## config.mk

```make
export PLATFORM = sky130hd
export DESIGN_NAME = pp_stream_switch_ctrl
export DESIGN_NICKNAME = d
export VERILOG_FILES = /design/src/rtl/pp_swap_pkg.sv /design/src/rtl/pp_done_tracker.sv /design/src/rtl/pp_gap_timer.sv /design/src/rtl/pp_side_switch.sv /design/src/rtl/pp_stream_switch_ctrl.sv
export SDC_FILE = /design/constraint.sdc
export NUM_CORES = 1
export LEC_CHECK = 0
export BUFFER_PORTS_ARGS = -buffer_cell sky130_fd_sc_hd__buf_2
export CORE_MARGIN = 2
export CORE_UTILIZATION = 40
export CTS_CLUSTER_SIZE = 30
export DETAILED_ROUTE_END_ITERATION = 10
export SLEW_MARGIN = 15
export SYNTH_ARGS = -nofsm -noshare
export SYNTH_HDL_FRONTEND = slang
export SYNTH_HIERARCHICAL = 1
export SYNTH_SLANG_ARGS = --single-unit
```

## constraint.sdc

```tcl
create_clock -name clk -period 4.5 [get_ports clk]
set_input_delay 0.675 -clock clk [delete_from_list [all_inputs] [get_ports clk]]
set_output_delay 0.675 -clock clk [all_outputs]
set_load 0.05 [all_outputs]
```

## src/rtl/pp_swap_pkg.sv

```systemverilog
package pp_swap_pkg;

  typedef enum logic [1:0] {
    PS_IDLE = 2'd0,
    PS_RUN  = 2'd1,
    PS_GAP  = 2'd2
  } seq_state_e;

  localparam int SIDES = 2;

endpackage

```

## src/rtl/pp_done_tracker.sv

```systemverilog
module pp_done_tracker (
  input  logic clk,
  input  logic rst,
  input  logic arm,
  input  logic clear,
  input  logic acc_done,
  input  logic host_done,
  output logic both_done
);

  logic acc_seen_q;
  logic host_seen_q;

  assign both_done = arm && (acc_seen_q || acc_done) && (host_seen_q || host_done);

  always_ff @(posedge clk) begin
    if (rst || clear) begin
      acc_seen_q  <= 1'b0;
      host_seen_q <= 1'b0;
    end else if (arm) begin
      if (acc_done)  acc_seen_q  <= 1'b1;
      if (host_done) host_seen_q <= 1'b1;
    end
  end

  // an accepted strobe is remembered until the phase closes
  assert_acc_latched_R3: assert property (@(posedge clk) disable iff (rst)
    (arm && !clear && acc_done) |=> acc_seen_q);
  assert_host_latched_R3: assert property (@(posedge clk) disable iff (rst)
    (arm && !clear && host_done) |=> host_seen_q);
  // nothing is recorded while disarmed
  assert_no_latch_unarmed_R7: assert property (@(posedge clk) disable iff (rst)
    (!arm && !acc_seen_q) |=> !acc_seen_q);

endmodule

```

## src/rtl/pp_gap_timer.sv

```systemverilog
module pp_gap_timer #(
  parameter int PRE_GAP  = 2,
  parameter int POST_GAP = 2
) (
  input  logic clk,
  input  logic rst,
  input  logic go,
  input  logic abort,
  output logic swap_now,
  output logic resume,
  output logic busy
);

  localparam int TOTAL = PRE_GAP + POST_GAP;
  localparam int CNT_W = $clog2(TOTAL + 1);

  logic [CNT_W-1:0] cnt_q;
  logic             busy_q;

  assign busy     = busy_q;
  assign swap_now = busy_q && (cnt_q == CNT_W'(PRE_GAP - 1));
  assign resume   = busy_q && (cnt_q == CNT_W'(TOTAL - 1));

  always_ff @(posedge clk) begin
    if (rst || abort) begin
      busy_q <= 1'b0;
      cnt_q  <= '0;
    end else if (go) begin
      busy_q <= 1'b1;
      cnt_q  <= '0;
    end else if (busy_q) begin
      if (resume) begin
        busy_q <= 1'b0;
        cnt_q  <= '0;
      end else begin
        cnt_q <= cnt_q + 1'b1;
      end
    end
  end

  // switching and resuming never coincide, so a quiet cycle follows the swap
  assert_swap_before_resume_R4: assert property (@(posedge clk) disable iff (rst)
    swap_now |-> (busy_q && !resume));
  assert_resume_ends_gap_R4: assert property (@(posedge clk) disable iff (rst || abort)
    (resume && !go) |=> !busy_q);

endmodule

```

## src/rtl/pp_side_switch.sv

```systemverilog
module pp_side_switch (
  input  logic clk,
  input  logic rst,
  input  logic load,
  input  logic val,
  output logic sel
);

  always_ff @(posedge clk) begin
    if (rst)       sel <= 1'b0;
    else if (load) sel <= val;
  end

endmodule

```

## src/rtl/pp_stream_switch_ctrl.sv

```systemverilog
module pp_stream_switch_ctrl #(
  parameter int PRE_GAP  = 2,
  parameter int POST_GAP = 2
) (
  input  logic       clk,
  input  logic       rst,
  input  logic       start,
  input  logic       acc_done,
  input  logic       host_done,
  input  logic       ovr_en,
  input  logic [1:0] ovr_sel,
  output logic       sw_x,
  output logic       sw_y,
  output logic       phase,
  output logic       run
);
  import pp_swap_pkg::*;

  seq_state_e       state_q;
  logic             run_q;
  logic             phase_q;
  logic [SIDES-1:0] sel_q;
  logic [SIDES-1:0] sel_load;
  logic [SIDES-1:0] sel_val;
  logic             both_done;
  logic             swap_now;
  logic             resume;
  logic             gap_busy;
  logic             arm;
  logic             close_phase;

  assign arm         = (state_q == PS_RUN) && !ovr_en;
  assign close_phase = arm && both_done;

  pp_done_tracker u_track (
    .clk       (clk),
    .rst       (rst),
    .arm       (arm),
    .clear     (close_phase || ovr_en),
    .acc_done  (acc_done),
    .host_done (host_done),
    .both_done (both_done)
  );

  pp_gap_timer #(
    .PRE_GAP  (PRE_GAP),
    .POST_GAP (POST_GAP)
  ) u_gap (
    .clk      (clk),
    .rst      (rst),
    .go       (close_phase),
    .abort    (ovr_en),
    .swap_now (swap_now),
    .resume   (resume),
    .busy     (gap_busy)
  );

  for (genvar i = 0; i < SIDES; i++) begin : g_side
    always_comb begin
      sel_load[i] = 1'b0;
      sel_val[i]  = 1'b0;
      if (ovr_en) begin
        sel_load[i] = 1'b1;
        sel_val[i]  = ovr_sel[i];
      end else if (state_q == PS_IDLE) begin
        sel_load[i] = 1'b1;
        sel_val[i]  = 1'b0;
      end else if (state_q == PS_GAP && swap_now) begin
        sel_load[i] = 1'b1;
        sel_val[i]  = ~phase_q;
      end
    end

    pp_side_switch u_sw (
      .clk  (clk),
      .rst  (rst),
      .load (sel_load[i]),
      .val  (sel_val[i]),
      .sel  (sel_q[i])
    );
  end

  always_ff @(posedge clk) begin
    if (rst || ovr_en) begin
      state_q <= PS_IDLE;
      run_q   <= 1'b0;
      phase_q <= 1'b0;
    end else begin
      case (state_q)
        PS_IDLE: begin
          phase_q <= 1'b0;
          if (start && (sel_q == '0)) begin
            state_q <= PS_RUN;
            run_q   <= 1'b1;
          end
        end
        PS_RUN: begin
          if (both_done) begin
            state_q <= PS_GAP;
            run_q   <= 1'b0;
          end
        end
        PS_GAP: begin
          if (swap_now) phase_q <= ~phase_q;
          if (resume) begin
            state_q <= PS_RUN;
            run_q   <= 1'b1;
          end
        end
        default: begin
          state_q <= PS_IDLE;
          run_q   <= 1'b0;
        end
      endcase
    end
  end

  assign sw_x  = sel_q[0];
  assign sw_y  = sel_q[1];
  assign phase = phase_q;
  assign run   = run_q;

  // switches hold while transfers may be active
  assert_hold_sel_in_run_R5: assert property (@(posedge clk) disable iff (rst)
    run_q |-> $stable(sel_q));
  // both switches agree with the phase during a run
  assert_sel_matches_phase_R6: assert property (@(posedge clk) disable iff (rst)
    run_q |-> (sel_q[0] == phase_q && sel_q[1] == phase_q));
  // completion stops transfers on the next cycle
  assert_stop_on_done_R4: assert property (@(posedge clk) disable iff (rst)
    (run_q && both_done && !ovr_en) |=> !run_q);
  // gap timer runs exactly while sequencing is paused between phases
  assert_gap_quiet_R4: assert property (@(posedge clk) disable iff (rst)
    gap_busy |-> !run_q);
  // override loads the register value and halts sequencing
  assert_override_R8: assert property (@(posedge clk) disable iff (rst)
    ovr_en |=> (!run_q && !phase_q && sel_q == $past(ovr_sel)));

endmodule

```

==> qor.csv <==
metric,value,unit
fmax,564.1,MHz
p_total,194.9,uW
hold_end,u_gap/cnt_q[2],
finalHoldViolations,0,
clkSinkCount,12,
leakage,0.3046,nW
routed_wl,1177,microns
place_congestion,0.8400,
clk_latency,0.27,ns
relSlewSlack,77.42,%
synth_top_area_share,38.79,%
use_met1,20.83,%
drtAntennaViolNets,0,
hp-class,register to register,
grt_pass1_vias,508,
crit_chain,nand2b_1 -> nor2_1 -> o221a_2 -> inv_1 -> nor3_1 -> or3_4 -> nor2_1,
viasPerCell,5.414,
clk_path_buf_depth,2,
diodes,0,
critical_path.most_common_cell,nor2_1,
ys_seq_area_share,38.79,%
hpwl,906.3,microns
grt_use_met3,2.500,%
drive_gt1_share,24.10,%
clockRootBuffer,clkbuf_4,
maxSlewViolCount,0,
wl_per_cell,11.89,microns
row_count,14,
critical_path_arrival,1.94,ns
globalRoute.busiestLayer,met2,
crit_type,register to register,
finalClockSkew,0.005026,ns
overflow,0,
grt_pass1_wl,2159,microns
use_met2,23.28,%
cts_max_level,1,
cpPeakStageDelay,0.37,ns
area.growth.synth_to_final,15.76,%
setup_viol,0,
r2r_start,state_q[1],
layout_setup_ws,2.727,ns
antenna_found_initial,0,
outcome,"finished, final reports clean",
drtIter0Drc,5,
yosysWarnings,6,
rr_endpoint,u_gap/cnt_q[2],
synth_seq_cells,12,
cp-start-kind,register,
synth.net_count,79,
avgSynthCellArea,8.976,sq um
crit_required,4.67,ns
worstMarginPinSlew,0.3361,ns
regToRegSetupSlack,2.73,ns
cts_resized,0,
die_area,0.001879,sq mm
ys_types,27,
die_height,43.35,microns
max_cap_violations,0,
drcViolationCount,0,
worst_path_max_delay_cell,dfxtp_1,
synth_cells,69,
numCtsBuffers,3,
period_minus_slack,1.773,ns
rsz0062_at_grt,false,
grt_max_degree,11,
min_from,u_gap/cnt_q[2],
synthTopCellsByArea,"dfxtp_1 39%, nand2b_1 5.1%, ha_1 4.0%",
fin_crit_sh,39.39,%
dp_slack,2.502,ns
cts_tree,built,
die_w,43.35,microns
cp_max_fo,7,
vias,536,
firstDrtPassIters,2,
rr_worst_depth,7,
post_cts_buffers,0,
final_nets,95,
io_buffers,11,
pin_count,12,
endpoint_kind,register,
start_util,42.09,%
path_clk_slew,0.07,ns
ir_drop,0.0001460,V
p_per_area,271.9,mW/mm^2
grt_usage,15.53,%
core,0.001471,sq mm
whs_path_depth,2,
cts.hold.buffers_added,0,
synth_area_leader_cell,dfxtp_1,
syn-cell-area,619.3,sq um
fin_setup_tns,0,ns
-- cells in the mapped netlist --
master and n:
nor4b_2 1, o21bai_1 1, nand3b_1 2, nor2_1 6, and3b_1 2, a21o_1 2, mux2i_1 2, o21ai_0 2
a221oi_2 1, inv_1 4, or3b_1 1, and2_1 1, nor3b_1 1, ha_1 2, a21boi_0 1, o22ai_1 3
nor3_1 5, nor2b_1 2, a21oi_1 3, o21a_1 1, o221a_2 1, nand2_1 4, or3_4 1, nand2b_1 5
dfxtp_1 12, or2_1 1, a21oi_2 2
-- state kept, by name (all words and copies together) (netlist names) --
signal / cells
u_gap/cnt_q: 3
g_side.u_sw/sel: 2
state_q: 2
phase: 1
run: 1
u_gap/busy: 1
u_track/acc_seen_q: 1
u_track/host_seen_q: 1
-- cells by family after synthesis --
group	share of synthesized area [%]
AO/OA/AOI/OAI	20.20
buffers and inverters	2.424
adder cells (fa/ha/maj)	4.040
AND/OR/NAND/NOR	31.31
flip-flops	38.79
multiplexers	3.232
-- worst max path at each step --
stage | depth (start not counted) | end | slack, ns | startpoint
2_1_floorplan | 6 | u_gap/cnt_q[2] | 2.83 | ovr_en
3_3_place_gp | 7 | u_gap/cnt_q[2] | 2.61 | ovr_en
3_5_place_dp | 7 | u_gap/cnt_q[2] | 2.50 | ovr_en
4_1_cts | 7 | u_gap/cnt_q[2] | 2.74 | state_q[1]
5_1_grt | 7 | u_gap/cnt_q[2] | 2.55 | state_q[1]
6_report | 7 | u_gap/cnt_q[2] | 2.73 | state_q[1]
-- cell usage in the layout, fill, tap and decap left out, types with 3 or more instances in the layout --
master / count
dfxtp_1: 12
a21oi_1: 3
nand2b_1: 5
clkbuf_4: 3
nor2_1: 6
nor3_1: 5
o22ai_1: 3
inv_1: 4
buf_2: 11
nand2_1: 4
-- metrics by stage --
step	std cells	util (%)	hold WS, ns	area, sq um
after floorplan	69	-	0.4220	619.3
after global placement	96	47.19	0.4442	694.4
after detailed placement	96	47.19	0.4465	694.4
after CTS	99	48.72	0.4589	716.9
after global routing	99	48.72	0.4907	716.9
final	99	48.72	0.4576	716.9
-- routing by layer --
layer  vias to the layer above  routed length (microns)  part of all wire (%)
met5                         -                        0                     0
met4                         0                       33                   2.8
met3                         5                       60                   5.1
met2                        14                      499                    42
met1                       243                      583                    50
li1                        274                        -                     -
-- power breakdown --
group	leakage (nW)	internal, mW	switching [mW]	total, mW
logic	0.194	0.00821	0.0129	0.0211
registers	0.0972	0.108	0.00163	0.110
clock network	0.0138	0.0310	0.0331	0.0641
total	0.305	0.147	0.0477	0.195
-- layout make-up --
type,count,area [sq um]
repair buffers,11,55.05
multi-input cells,53,364.1
flip-flops and latches,12,240.2
clock buffers,3,22.52
well taps,16,20.02
fillers,157,754.5
inverters,4,15.01
-- worst max-delay path: cells and delay by family (launching register included) --
kind | cells | cell delay [ns]
AO/OA/AOI/OAI | 1 | 0.25
AND/OR/NAND/NOR | 5 | 1.00
buffers and inverters | 1 | 0.06
flip-flops | 1 | 0.37
Power figures use the tool's default switching activity.
